### src/rtl/spi_par_pkg.sv
package spi_par_pkg;

  localparam int unsigned WORD_W_DEF = 16;
  localparam int unsigned DATA_W_DEF = 8;
  localparam int unsigned SYNC_STAGES_DEF = 2;

  // one synchronized input with its detected edges
  typedef struct packed {
    logic level;
    logic rise;
    logic fall;
  } sig_edge_t;

endpackage

### src/rtl/spi_par_rst_sync.sv
module spi_par_rst_sync #(
  parameter int unsigned STAGES = spi_par_pkg::SYNC_STAGES_DEF
) (
  input  logic clk,
  input  logic rst_n_in,
  output logic rst_n_out
);

  logic [STAGES-1:0] chain_q;

  always_ff @(posedge clk or negedge rst_n_in) begin
    if (!rst_n_in) begin
      chain_q <= '0;
    end else begin
      chain_q <= {chain_q[STAGES-2:0], 1'b1};
    end
  end

  assign rst_n_out = chain_q[STAGES-1];

endmodule

### src/rtl/spi_par_in_sync.sv
module spi_par_in_sync
  import spi_par_pkg::*;
#(
  parameter int unsigned W       = 3,
  parameter int unsigned STAGES  = SYNC_STAGES_DEF,
  parameter logic [W-1:0] RST_VAL = '0
) (
  input  logic            clk,
  input  logic            rst_n,
  input  logic [W-1:0]    din,
  output sig_edge_t [W-1:0] sig
);

  logic [STAGES-1:0][W-1:0] stg_q;
  logic [W-1:0]             prev_q;

  always_ff @(posedge clk or negedge rst_n) begin
    if (!rst_n) begin
      for (int s = 0; s < int'(STAGES); s++) begin
        stg_q[s] <= RST_VAL;
      end
      prev_q <= RST_VAL;
    end else begin
      stg_q[0] <= din;
      for (int s = 1; s < int'(STAGES); s++) begin
        stg_q[s] <= stg_q[s-1];
      end
      prev_q <= stg_q[STAGES-1];
    end
  end

  for (genvar b = 0; b < int'(W); b++) begin : g_edge
    assign sig[b].level = stg_q[STAGES-1][b];
    assign sig[b].rise  = stg_q[STAGES-1][b] & ~prev_q[b];
    assign sig[b].fall  = ~stg_q[STAGES-1][b] & prev_q[b];
  end

endmodule

### src/rtl/spi_par_shifter.sv
module spi_par_shifter
  import spi_par_pkg::*;
#(
  parameter int unsigned WORD_W = WORD_W_DEF
) (
  input  logic              clk,
  input  logic              rst_n,
  input  sig_edge_t         sel_n,
  input  sig_edge_t         sck,
  input  logic              mosi,
  output logic [WORD_W-1:0] word,
  output logic              top_bit
);

  logic [WORD_W-1:0] sh_q;
  logic [WORD_W-1:0] sh_d;
  logic              clr_en;
  logic              shift_en;

  assign clr_en   = sel_n.fall;
  assign shift_en = sck.rise & ~sel_n.level & ~sel_n.fall;

  always_comb begin
    sh_d = sh_q;
    if (clr_en) begin
      sh_d = '0;
    end else if (shift_en) begin
      sh_d = {sh_q[WORD_W-2:0], mosi};
    end
  end

  always_ff @(posedge clk or negedge rst_n) begin
    if (!rst_n) begin
      sh_q <= '0;
    end else if (clr_en || shift_en) begin
      sh_q <= sh_d;
    end
  end

  assign word    = sh_q;
  assign top_bit = sh_q[WORD_W-1];

  AST_CLEAR_AT_SELECT: assert property (@(posedge clk) disable iff (!rst_n)
    sel_n.fall |=> (sh_q == '0));

  AST_IDLE_NO_SHIFT: assert property (@(posedge clk) disable iff (!rst_n)
    sel_n.level |=> $stable(sh_q));

  AST_SHIFT_MSB_FIRST: assert property (@(posedge clk) disable iff (!rst_n)
    (sck.rise && !sel_n.level && !sel_n.fall) |=>
      (sh_q == {$past(sh_q[WORD_W-2:0]), $past(mosi)}));

endmodule

### src/rtl/spi_par_holder.sv
module spi_par_holder #(
  parameter int unsigned WORD_W = spi_par_pkg::WORD_W_DEF
) (
  input  logic              clk,
  input  logic              rst_n,
  input  logic              latch_en,
  input  logic [WORD_W-1:0] word_in,
  output logic [WORD_W-1:0] word_q
);

  logic [WORD_W-1:0] hold_q;
  logic [WORD_W-1:0] hold_d;

  always_comb begin
    hold_d = hold_q;
    if (latch_en) begin
      hold_d = word_in;
    end
  end

  always_ff @(posedge clk or negedge rst_n) begin
    if (!rst_n) begin
      hold_q <= '0;
    end else if (latch_en) begin
      hold_q <= hold_d;
    end
  end

  assign word_q = hold_q;

  AST_HOLD_BETWEEN: assert property (@(posedge clk) disable iff (!rst_n)
    !latch_en |=> $stable(hold_q));

endmodule

### src/rtl/spi_par_latch.sv
module spi_par_latch
  import spi_par_pkg::*;
#(
  parameter int unsigned WORD_W      = WORD_W_DEF,
  parameter int unsigned DATA_W      = DATA_W_DEF,
  parameter int unsigned SYNC_STAGES = SYNC_STAGES_DEF,
  parameter bit          MISO_EN     = 1'b1
) (
  input  logic                     clk,
  input  logic                     rst_n,
  input  logic                     spi_sck,
  input  logic                     spi_cs_n,
  input  logic                     spi_mosi,
  output logic                     spi_miso,
  output logic [DATA_W-1:0]        par_data,
  output logic [WORD_W-DATA_W-1:0] par_ctrl
);

  localparam int unsigned CTRL_W = WORD_W - DATA_W;
  localparam int unsigned IDX_SCK  = 0;
  localparam int unsigned IDX_SEL  = 1;
  localparam int unsigned IDX_MOSI = 2;
  localparam logic [2:0]  IN_RST = 3'b010;

  logic            rst_sync_n;
  sig_edge_t [2:0] in_sig;
  logic [WORD_W-1:0] sh_word;
  logic [WORD_W-1:0] held_word;
  logic            sh_top;
  logic            latch_en;

  spi_par_rst_sync #(.STAGES(SYNC_STAGES)) u_rst_sync (
    .clk       (clk),
    .rst_n_in  (rst_n),
    .rst_n_out (rst_sync_n)
  );

  spi_par_in_sync #(
    .W       (3),
    .STAGES  (SYNC_STAGES),
    .RST_VAL (IN_RST)
  ) u_in_sync (
    .clk   (clk),
    .rst_n (rst_sync_n),
    .din   ({spi_mosi, spi_cs_n, spi_sck}),
    .sig   (in_sig)
  );

  spi_par_shifter #(.WORD_W(WORD_W)) u_shifter (
    .clk     (clk),
    .rst_n   (rst_sync_n),
    .sel_n   (in_sig[IDX_SEL]),
    .sck     (in_sig[IDX_SCK]),
    .mosi    (in_sig[IDX_MOSI].level),
    .word    (sh_word),
    .top_bit (sh_top)
  );

  assign latch_en = in_sig[IDX_SEL].rise;

  spi_par_holder #(.WORD_W(WORD_W)) u_holder (
    .clk      (clk),
    .rst_n    (rst_sync_n),
    .latch_en (latch_en),
    .word_in  (sh_word),
    .word_q   (held_word)
  );

  assign par_data = held_word[DATA_W-1:0];
  assign par_ctrl = held_word[WORD_W-1:DATA_W];

  if (MISO_EN) begin : g_miso
    assign spi_miso = sh_top & ~in_sig[IDX_SEL].level;
  end else begin : g_no_miso
    assign spi_miso = 1'b0;
  end

  initial begin
    assert (CTRL_W > 0 && SYNC_STAGES >= 2)
      else $error("spi_par_latch: bad parameters");
  end

  AST_NO_MIDFRAME_UPDATE: assert property (@(posedge clk) disable iff (!rst_sync_n)
    !in_sig[IDX_SEL].level |=> $stable({par_ctrl, par_data}));

  AST_MISO_QUIET_IDLE: assert property (@(posedge clk) disable iff (!rst_sync_n)
    in_sig[IDX_SEL].level |-> (spi_miso == 1'b0));

endmodule

### config.mk
export PLATFORM = sky130hd
export DESIGN_NAME = spi_par_latch
export DESIGN_NICKNAME = d
export VERILOG_FILES = /design/src/rtl/spi_par_pkg.sv /design/src/rtl/spi_par_rst_sync.sv /design/src/rtl/spi_par_in_sync.sv /design/src/rtl/spi_par_shifter.sv /design/src/rtl/spi_par_holder.sv /design/src/rtl/spi_par_latch.sv
export SDC_FILE = /design/constraint.sdc
export NUM_CORES = 1
export LEC_CHECK = 0
export BUFFER_PORTS_ARGS = -buffer_cell sky130_fd_sc_hd__clkbuf_2
export CAP_MARGIN = 10
export CORE_UTILIZATION = 48
export DETAILED_ROUTE_END_ITERATION = 16
export PLACE_DENSITY = 0.66
export SLEW_MARGIN = 30
export SYNTH_ARGS = -nofsm -noshare
export SYNTH_HDL_FRONTEND = slang
export SYNTH_HIERARCHICAL = 1
export SYNTH_SLANG_ARGS = --single-unit
### constraint.sdc
create_clock -name clk -period 1.8 [get_ports clk]
set_input_delay 0.09 -clock clk [delete_from_list [all_inputs] [get_ports clk]]
set_output_delay 0.09 -clock clk [all_outputs]
set_load 0.005 [all_outputs]
**Word level (Yosys, flattened, before mapping)**

Index checks and enable logic that the tools add are counted.

- Mux-type cells: 2
- Bitwise logic cells: 10
- Reductions and logical operators: 3

Operators by type and width:

| cell | number |
|---|---|
| $mux 16 | 2 |
| $and 1x1->1 | 6 |
| $not 1->1 | 4 |
| $reduce_and 2->1 | 1 |
| $reduce_bool 2->1 | 1 |
| $logic_or 1x1->1 | 1 |

- Register bits after elaboration: 42
- Bits of input ports: 5
- Logic and storage cells: 21

**Depth between registers and ports, before layout**

Gate-level depths: netlist of the first run.

- Depth after elaboration: 6
- Gate-level depth with buffers: 5
- Mapped depth without buffers: 3

**By module**

Netlist of the first run, hierarchy kept.

Modules (own cells, without submodules):

| module | instances | cells each | area an instance (µm²) |
|---|---|---|---|
| spi_par_shifter | 1 | 55 | 724.4 |
| spi_par_holder | 1 | 34 | 649.4 |
| spi_par_in_sync | 1 | 18 | 289.0 |
| spi_par_rst_sync | 1 | 3 | 53.8 |
| spi_par_latch | 1 | 1 | 13.8 |

**Worst setup path after synthesis of the first run**

No wires, ideal clock.

- Path type: reg2reg
- Start point: register u_in_sync.stg_q (netlist bit u_in_sync/sig[5])
- End point: register u_holder.hold_q[10], in the netlist u_holder/word_q[10]
- Library setup time: 0.125 ns
- Arrival: 1.238 ns
- Data required time: 1.675 ns
- Slack: 0.437 ns
- Stages on the path, launching flop included: 5
- Clock period less this slack: 1.363 ns
- Cell sequence: dfstp_2 -> nor2b_1 -> buf_6 -> buf_12 -> mux2_4

RTL lines:

| item | line | source |
|---|---|---|
| from (decl) | spi_par_in_sync.sv:14 | `logic [STAGES-1:0][W-1:0] stg_q;` |
| from (signal, indexed assignment) | spi_par_in_sync.sv:26 | `stg_q[s] <= stg_q[s-1];` |
| to (signal assigned) | spi_par_holder.sv:25 | `hold_q <= hold_d;` |
| to (decl) | spi_par_holder.sv:11 | `logic [WORD_W-1:0] hold_q;` |

==> results.py, run 1 <==
metrics = {
    "clock_network": {
        "cts_sinks": 42,
        "cts_buffers": 5,
        "h-tree-depth": 2,
        "cts_root_buf": "clkbuf_4",
        "insertion_delay_ns": 0.36,
        "cts_buffer_depth": 2,
        "cts_tree": "done",
        "clkSlewWorstSetupHoldPaths_ns": 0.11,
    },
    "routing": {
        "drt-met1-wl_um": 1080,
        "wl_met2_um": 1180,
        "ant_nets": 0,
        "vias_per_cell": 4.76,
        "route.met3.wl_um": 88,
        "wl_um": 2430,
        "wl_per_cell_um": 13.5,
        "first_iter_violations": 11,
        "dr.pass1.iters": 4,
        "drc": 0,
        "vias": 856,
        "top_layer": "met4",
    },
    "worst_setup_path": {
        "crit_path_top_delay_cell": "nor2b_1",
        "path_max_fanout": 17,
        "crit_arrival_ns": 1.87,
        "r2r_end": "u_shifter/word[6]",
        "worst_path_largest_cell_delay_ns": 0.63,
        "cp.buffers_inverters": 0,
        "reg2reg_depth": 3,
        "rr_startpoint": "u_in_sync/prev_q[1]",
        "required_ns": 2.02,
        "crit_family": "simple AND/OR/NAND/NOR gates",
        "cp-start-kind": "flop",
        "crit_chain": "nor2b_1 -> nand2b_1 -> mux2i_1",
        "end_kind": "flop",
        "cp-endpoint": "u_shifter/word[6]",
        "cp.depth": 3,
        "startpoint": "u_in_sync/prev_q[1]",
        "rrSetupSlack_ns": 0.16,
        "worst-setup-path-type": "reg -> reg",
    },
    "layout": {
        "final_nets": 138,
        "area_growth_pct": 13.3,
        "drive_above_1_share_pct": 40.3,
        "diodes": 0,
        "fillers": 290,
        "final_cell_area_um2": 1900,
        "seq_area_um2": 1050,
        "multi_input_area_um2": 543,
    },
    "place": {
        "gp_congestion": 0.700,
        "dp_hpwl_um": 1640,
        "portBuffers": 21,
        "pre_cts_slack_ns": 0.159,
        "place_area_um2": 1780,
    },
    "sta": {
        "setup_ws_ns": 0.156,
        "finalMaxSlewViolations": 0,
        "fin_tns_setup_ns": 0,
        "period_share_pct": 91.3,
        "hold_viol_final": 0,
        "fmax_mhz": 608,
        "worstMarginPinSlew_ns": 0.775,
        "skew_ns": 0.00533,
        "setup_viol": 0,
        "rsz0062_at_grt": "false",
        "fin_crit_ns": 1.64,
        "relSlewSlack_pct": 48.2,
    },
    "global_routing": {
        "grt_overflow": 0,
        "grt_pass1_wl_um": 4120,
        "grt_max_degree": 41,
        "grt.total_usage_pct": 16.3,
        "antenna_found_initial": 0,
        "grt_pass1_vias": 870,
    },
    "yosys": {
        "yosysWarnings": 6,
        "synth.net_count": 111,
        "netlist_instances": 106,
        "postSynthAreaPerCell_um2": 15.8,
        "synth_area_um2": 1680,
    },
    "pwr": {
        "p_total_w": 0.00162,
        "powerDensity_nw_per_um2": 849,
        "peakVddDrop_mv": 0.436,
        "p_leak_nw": 0.930,
    },
    "hold_path": {
        "hold_class": "in -> async",
    },
    "floorplanning": {
        "die_area_um2": 3740,
        "io_pins": 22,
        "die_h_um": 61.1,
        "core_um2": 3340,
        "rows": 21,
        "start_util_pct": 50.3,
        "die_w_um": 61.1,
    },
    "status": {
        "outcome": "finished, final reports clean",
    },
    "job": {
        "cap_violations": 0,
    },
}
-- power breakdown --
part | internal [W] | leakage [nW] | switching, W
logic | 0.0000407 | 0.326 | 0.0000449
registers | 0.000965 | 0.559 | 0.0000108
clock network | 0.000267 | 0.0446 | 0.000287
total | 0.00127 | 0.930 | 0.000343
-- registers in the layout, indices dropped and copies added (netlist names) --
signal / flops
u_in_sync/sig: 3
u_rst_sync/chain_q: 2
u_holder/word_q: 16
u_in_sync/prev_q: 2
u_shifter/word: 16
u_in_sync/stg_q: 3
-- repair_timing --
item	in CTS	in global routing
endpoints found under the hold margin	5	0
hold buffers	4	0
buffers inserted	0	0
resized for setup	0	0
-- stage by stage --
step	hold WS (ns)	util, %	cells
floorplan	-0.206	-	106
global placement	-0.123	53.4	168
detailed placement	-0.121	53.4	168
CTS	0.0220	57.0	180
global route	0.0449	57.0	180
finish	0.0385	57.0	180
-- how the worst min path moves through the flow --
stage | end | slack (ns)
detailed placement | u_rst_sync/chain_q[0] | -0.12
global placement | u_rst_sync/chain_q[0] | -0.12
CTS | u_rst_sync/chain_q[0] | 0.02
floorplan | u_rst_sync/chain_q[0] | -0.21
finish | u_rst_sync/chain_q[0] | 0.04
global route | u_rst_sync/chain_q[0] | 0.04
-- cell usage in the layout, fill, tap and decap left out --
cell type       n
clkbuf_2       21
o21ai_1         1
mux2i_1        15
nand4bb_1       1
clkbuf_8        3
clkbuf_4        5
buf_4           3
mux2_4         10
nand2b_1       17
nor2b_4         2
conb_1          1
mux2_2          6
dfrtp_1        39
dlygate4sd3_1   4
dfstp_2         3
nor2b_2         1
nor2b_1         2
-- metal layers --
metal	track usage, %	vias to the layer above
li1	-	405
met1	19.8	425
met2	25.2	19
met3	4.41	7
met4	11.7	0
met5	0	-
-- cell type report --
type | count | share of cell area (%)
clock buffers | 8 | 4.14
multi-input cells | 56 | 28.6
flip-flops and latches | 42 | 55.5
well taps | 46 | 3.03
repair buffers | 28 | 8.82
No activity file was read; power rests on OpenSTA's default activity.
==> inputs of run 2 (changes only) <==
PLACE_DENSITY = 0.67   (was 0.66)
SYNTH_HIERARCHICAL = default   (was 1)
==> results.py, run 2 <==
metrics = {
    "layout": {
        "drive_above_1_share_pct": 42.6,
        "final_nets": 126,
        "diodes": 0,
        "area_growth_pct": 13.3,
        "fin_cells": 166,
        "mostFrequentLayoutCell": "dfrtp_1",
        "layout_common_cells": "39 x dfrtp_1, 21 x clkbuf_2, 10 x mux2_4, 10 x a22o_1, 6 x mux2_2",
    },
    "hold_path": {
        "hold_class": "in -> async",
    },
    "pwr": {
        "powerDensity_nw_per_um2": 883,
        "p_leak_nw": 0.933,
        "p_total_w": 0.00160,
        "peakVddDrop_mv": 0.575,
    },
    "place": {
        "gp_congestion": 0.735,
        "dp_hpwl_um": 1560,
        "dp_cells": 154,
        "portBuffers": 21,
    },
    "routing": {
        "wl_per_cell_um": 14.5,
        "ant_nets": 0,
        "first_iter_violations": 27,
        "dr.pass1.iters": 4,
        "drc": 0,
        "vias_per_cell": 5.05,
        "vias": 838,
        "wl_um": 2410,
    },
    "yosys": {
        "synth.top_cell.area_share_pct": 61.2,
        "ys_ff_latch": 42,
        "synth_area_leaders": "dfrtp_1 61%, mux2_4 9.4%, a22o_1 5.5%, dfstp_2 4.9%, mux2_2 4.2%",
        "synth.net_count": 99,
        "yosys.area.top_type": "dfrtp_1",
        "postSynthAreaPerCell_um2": 17.0,
        "synth_fa_ha_area_share_pct": 0,
        "ys_types": 18,
        "ys_top_cells_by_count": "39 x dfrtp_1, 10 x a22o_1, 10 x mux2_4",
        "synth-async-reset-ratio_pct": 100,
        "synth-main-ff-cell": "dfrtp_1",
        "synth_seq_area_share_pct": 66.2,
        "synth_top_family_by_area": "multiplexers",
        "yosysWarnings": 0,
        "synth-xor-area-share_pct": 0,
        "synthMuxAreaShare_pct": 13.7,
        "synth_area_um2": 1590,
        "yosysMostFrequentCell": "dfrtp_1",
        "synth-compound-area-share_pct": 9.73,
        "synth_edf_count": 0,
        "netlist_instances": 94,
        "synthSimpleGateAreaFrac_pct": 4.63,
    },
    "global_routing": {
        "grt_pass1_wl_um": 4080,
        "grt_overflow": 0,
        "grt_pass1_vias": 902,
        "antenna_found_initial": 0,
        "grt_max_degree": 41,
        "grt.total_usage_pct": 16.3,
    },
    "floorplanning": {
        "die_w_um": 59.6,
        "core_um2": 3100,
        "die_h_um": 59.6,
        "rows": 20,
        "die_area_um2": 3560,
        "start_util_pct": 51.4,
        "io_pins": 22,
    },
    "worst_setup_path": {
        "worst-setup-path-type": "reg -> reg",
        "worst_path_largest_cell_delay_ns": 0.66,
        "path_max_fanout": 15,
        "end_kind": "flop",
        "cp.buffers_inverters": 0,
        "required_ns": 2.03,
        "cp-start-kind": "flop",
        "crit_family": "flip-flops",
        "crit_arrival_ns": 1.82,
        "crit_chain": "nor2_1 -> and2_1 -> a221o_1",
        "crit_path_top_delay_cell": "dfstp_2",
    },
    "clock_network": {
        "insertion_delay_ns": 0.34,
        "ctsHoldBuffers": 4,
        "cts_sinks": 42,
        "post-cts-setup-buffer-count": 0,
        "cts_tree": "done",
        "cts_buffer_depth": 2,
        "clkSlewWorstSetupHoldPaths_ns": 0.11,
        "cts_buffers": 5,
        "h-tree-depth": 2,
        "cts_resized": 0,
        "cts_root_buf": "clkbuf_4",
    },
    "sta": {
        "rsz0062_at_grt": "false",
        "skew_ns": 0.00726,
        "fin_crit_ns": 1.59,
        "setup_viol": 0,
        "hold_viol_final": 0,
        "finalMaxSlewViolations": 0,
        "fin_tns_setup_ns": 0,
        "fmax_mhz": 627,
        "worstMarginPinSlew_ns": 0.525,
        "period_share_pct": 88.6,
        "relSlewSlack_pct": 65.0,
    },
    "job": {
        "cap_violations": 0,
    },
    "status": {
        "outcome": "finished, final reports clean",
    },
}
## run 2: final timing paths
check	startpoint	to	slack (ns)	cells past startpoint
setup / recovery	u_in_sync.sig[5]	u_shifter.word[11]	0.21	3
hold / removal	rst_n	u_rst_sync.chain_q[0]	0.05	2
setup reg to reg	u_in_sync.sig[5]	u_shifter.word[11]	0.21	3
hold reg to reg	u_rst_sync.chain_q[1]	u_holder.word_q[15]	0.30	1
max in group asynchronous	u_rst_sync.chain_q[1]	u_in_sync.sig[5]	1.14	1
min in group clk	u_rst_sync.chain_q[0]	u_rst_sync.chain_q[1]	0.36	0
## run 2: cell families after synthesis
family / count (synthesis)
muxes: 16
DFF: 42
buffers and inverters: 8
and+or+nand+nor: 10
AOI/OAI and AO/OA: 17
other: 1
## run 2: metal layers
layer | track usage, % | part of all wire (%) | up-vias
met5 | 0 | 0 | -
met4 | 6.98 | 1.6 | 0
met3 | 6.55 | 4.4 | 6
met2 | 27.0 | 45 | 19
met1 | 18.7 | 48 | 423
li1 | - | - | 390
## run 2: area by class of cell
| cell class | count | area [um2] |
|---|---|---|
| clock buffer | 8 | 78.8 |
| sequential | 42 | 1050 |
| fill | 269 | 1300 |
| tap | 44 | 55.1 |
| timing repair buffer | 28 | 168 |
| multi-input combinational | 44 | 450 |
## run 2: worst register-to-register path, delay by kind of cell, from the launching register on
family,cells,cell delay [ns]
flip-flops,1,0.66
AND/OR/NAND/NOR,2,0.42
AO/OA/AOI/OAI,1,0.40
## run 2: per-stage QoR
step / utilization (%) / setup slack [ns] / hold WS, ns / instance area (um2)
after global placement: 54.4 / 0.305 / -0.125 / 1690
after detailed placement: 54.4 / 0.228 / -0.122 / 1690
after floorplan: - / 0.399 / -0.206 / 1590
after CTS: 58.2 / 0.208 / 0.0453 / 1810
final: 58.2 / 0.205 / 0.0464 / 1810
after global routing: 58.2 / 0.108 / 0.0521 / 1810
## run 2: power by group
part | switching [W] | internal (W) | total [W]
clock | 0.000283 | 0.000267 | 0.000550
combinational | 0.0000404 | 0.0000302 | 0.0000706
sequential | 0.0000123 | 0.000963 | 0.000975
total | 0.000335 | 0.00126 | 0.00160
==> inputs of run 3 (changes only) <==
ABC_AREA = 1   (was default)
PLACE_DENSITY = 0.66   (was 0.67)
==> results.py, run 3 <==
metrics = {
    "yosys": {
        "ys_top_cells_by_count": "52 x nand2_1, 39 x dfrtp_1, 21 x nand3_1",
        "ys_ff_latch": 42,
        "synth-async-reset-ratio_pct": 100,
        "synth.top_cell.area_share_pct": 56.9,
        "synth-main-ff-cell": "dfrtp_1",
        "synth.net_count": 169,
        "synth-compound-area-share_pct": 0.292,
        "yosysMostFrequentCell": "nand2_1",
        "synth-xor-area-share_pct": 0,
        "synth_area_leaders": "dfrtp_1 57%, nand2_1 11%, nand3_1 6.1%, nand3_2 5.8%, nand4_1 5.1%",
        "synthSimpleGateAreaFrac_pct": 31.6,
        "netlist_instances": 164,
        "synth_area_um2": 1710,
        "synthMuxAreaShare_pct": 0,
        "yosys.area.top_type": "dfrtp_1",
        "synth_edf_count": 0,
        "synth_top_family_by_area": "simple AND/OR/NAND/NOR gates",
        "synth_seq_area_share_pct": 61.5,
        "yosysWarnings": 0,
        "synth_fa_ha_area_share_pct": 0,
        "ys_types": 19,
        "postSynthAreaPerCell_um2": 10.5,
    },
    "layout": {
        "mostFrequentLayoutCell": "nand2_1",
        "area_growth_pct": 14.7,
        "multi_input_area_um2": 551,
        "final_nets": 193,
        "fin_cells": 235,
        "diodes": 0,
        "layout_common_cells": "52 x nand2_1, 39 x dfrtp_1, 21 x nand3_1, 21 x clkbuf_2, 14 x nand4_1",
        "seq_area_um2": 1050,
        "fillers": 294,
        "drive_above_1_share_pct": 27.5,
    },
    "worst_setup_path": {
        "required_ns": 1.71,
        "crit_path_top_delay_cell": "dfstp_2",
        "crit_arrival_ns": 1.40,
        "worst_path_largest_cell_delay_ns": 0.63,
        "r2r_end": "u_holder.word_q[15]",
        "crit_chain": "buf_4 -> nor2_1 -> clkbuf_2",
        "rr_startpoint": "u_in_sync.prev_q[1]",
        "reg2reg_depth": 4,
        "cp-start-kind": "flop",
        "end_kind": "primary output",
        "worst-setup-path-type": "reg -> out",
        "rrSetupSlack_ns": 0.39,
        "path_max_fanout": 17,
    },
    "sta": {
        "fmax_mhz": 672,
        "period_share_pct": 82.6,
        "setup_viol": 0,
        "fin_crit_ns": 1.49,
        "rsz0062_at_grt": "false",
        "finalMaxSlewViolations": 0,
        "skew_ns": 0.0126,
        "fin_tns_setup_ns": 0,
        "hold_viol_final": 0,
    },
    "clock_network": {
        "post-cts-setup-buffer-count": 0,
        "cts_resized": 0,
        "h-tree-depth": 2,
        "cts_sinks": 42,
        "insertion_delay_ns": 0.35,
        "clkSlewWorstSetupHoldPaths_ns": 0.12,
        "cts_tree": "done",
        "cts_buffers": 5,
        "ctsHoldBuffers": 4,
        "cts_buffer_depth": 2,
        "cts_root_buf": "clkbuf_4",
    },
    "pwr": {
        "powerDensity_nw_per_um2": 950,
        "p_int_w": 0.00147,
        "p_total_w": 0.00187,
        "seqPwrFrac_pct": 52.9,
        "peakVddDrop_mv": 0.661,
        "p_leak_nw": 1.06,
        "p_comb_share_pct": 5.8,
        "swShare_pct": 21.1,
        "pwr-share-clk_pct": 41.3,
        "p_sw_w": 0.000394,
    },
    "routing": {
        "wl_per_cell_um": 12.2,
        "vias": 1189,
        "vias_per_cell": 5.06,
        "dr.pass1.iters": 4,
        "ant_nets": 0,
        "drc": 0,
        "first_iter_violations": 73,
        "wl_um": 2870,
    },
    "hold_path": {
        "hold_class": "in -> async",
    },
    "global_routing": {
        "grt_pass1_vias": 1034,
        "gr-max-usage-layer": "met2",
        "antenna_found_initial": 0,
        "use_met2_pct": 26.6,
        "grt_pass1_wl_um": 4850,
        "grt.total_usage_pct": 18.1,
        "grt_overflow": 0,
        "groute.layer.met3.usage_pct": 6.21,
        "grt_max_degree": 41,
        "gr-usage-met1_pct": 24.8,
    },
    "floorplanning": {
        "die_w_um": 61.8,
        "core_um2": 3390,
        "start_util_pct": 50.6,
        "rows": 21,
        "die_area_um2": 3810,
        "die_h_um": 61.8,
        "io_pins": 22,
    },
    "place": {
        "portBuffers": 21,
        "dp_cells": 223,
        "dp_hpwl_um": 1900,
        "gp_congestion": 0.785,
    },
    "status": {
        "outcome": "finished, final reports clean",
    },
    "job": {
        "cap_violations": 0,
    },
}
run 3: cell type report:
class	instances	share of cell area (%)
repair buffers	27	8.15
inverters	7	1.59
multi-input cells	105	28.0
flip-flops and latches	42	53.7
clock inverters	2	3.06
well taps	46	2.93
clock buffers	6	2.61
run 3: metrics by stage:
| stage | instance area [um2] | hold WS, ns | util (%) | setup WS [ns] |
|---|---|---|---|---|
| 3_3_place_gp | 1810 | -0.124 | 53.5 | 0.478 |
| 6_report | 1970 | 0.0392 | 58.0 | 0.313 |
| 3_5_place_dp | 1810 | -0.122 | 53.5 | 0.410 |
| 5_1_grt | 1970 | 0.0364 | 58.0 | 0.238 |
| 2_1_floorplan | 1710 | -0.206 | - | 0.550 |
| 4_1_cts | 1970 | 0.0306 | 58.0 | 0.290 |
run 3: worst max-delay path, delay by kind of cell (launching register included):
kind	cells	cell delay [ns]
AND/OR/NAND/NOR	1	0.08
flip-flops	1	0.63
buffers and inverters	2	0.35
run 3: cell families (layout without fill, tap and decap cells):
logic type / after synthesis / count (layout)
AND/OR/NAND/NOR: 103 / 103
AO/OA/AOI/OAI: 1 / 1
flip-flops: 42 / 42
buffers and inverters: 17 / 42
other: 1 / 1
run 3: how the worst max path moves through the flow:
stage | cells after the start | slack [ns] | to | start
CTS | 3 | 0.29 | spi_miso | u_in_sync.sig[5]
detailed placement | 4 | 0.41 | u_holder.word_q[15] | u_in_sync.prev_q[1]
finish | 3 | 0.31 | spi_miso | u_in_sync.sig[5]
global route | 3 | 0.24 | spi_miso | u_in_sync.sig[5]
global placement | 4 | 0.48 | u_holder.word_q[15] | u_in_sync.prev_q[1]
floorplan | 0 | 0.55 | u_holder.word_q[0] | u_rst_sync.chain_q[1]
run 3: metal layers:
layer	vias to the layer above	wire, um	part of all wire (%)
li1	592	-	-
met4	0	40	1.4
met1	565	1460	51
met5	-	0	0
met3	6	110	3.8
met2	26	1260	44
run 3: power groups by stage:
| stage | clock network, W | registers [W] | logic, W |
|---|---|---|---|
| after global placement | 0 | 0.00100 | 0.000101 |
| after CTS | 0.000792 | 0.000988 | 0.000111 |
| after floorplan | 0 | 0.00101 | 0.0000733 |
| after global routing | 0.000829 | 0.000991 | 0.000124 |
| after detailed placement | 0 | 0.00101 | 0.000104 |
| final | 0.000770 | 0.000988 | 0.000108 |
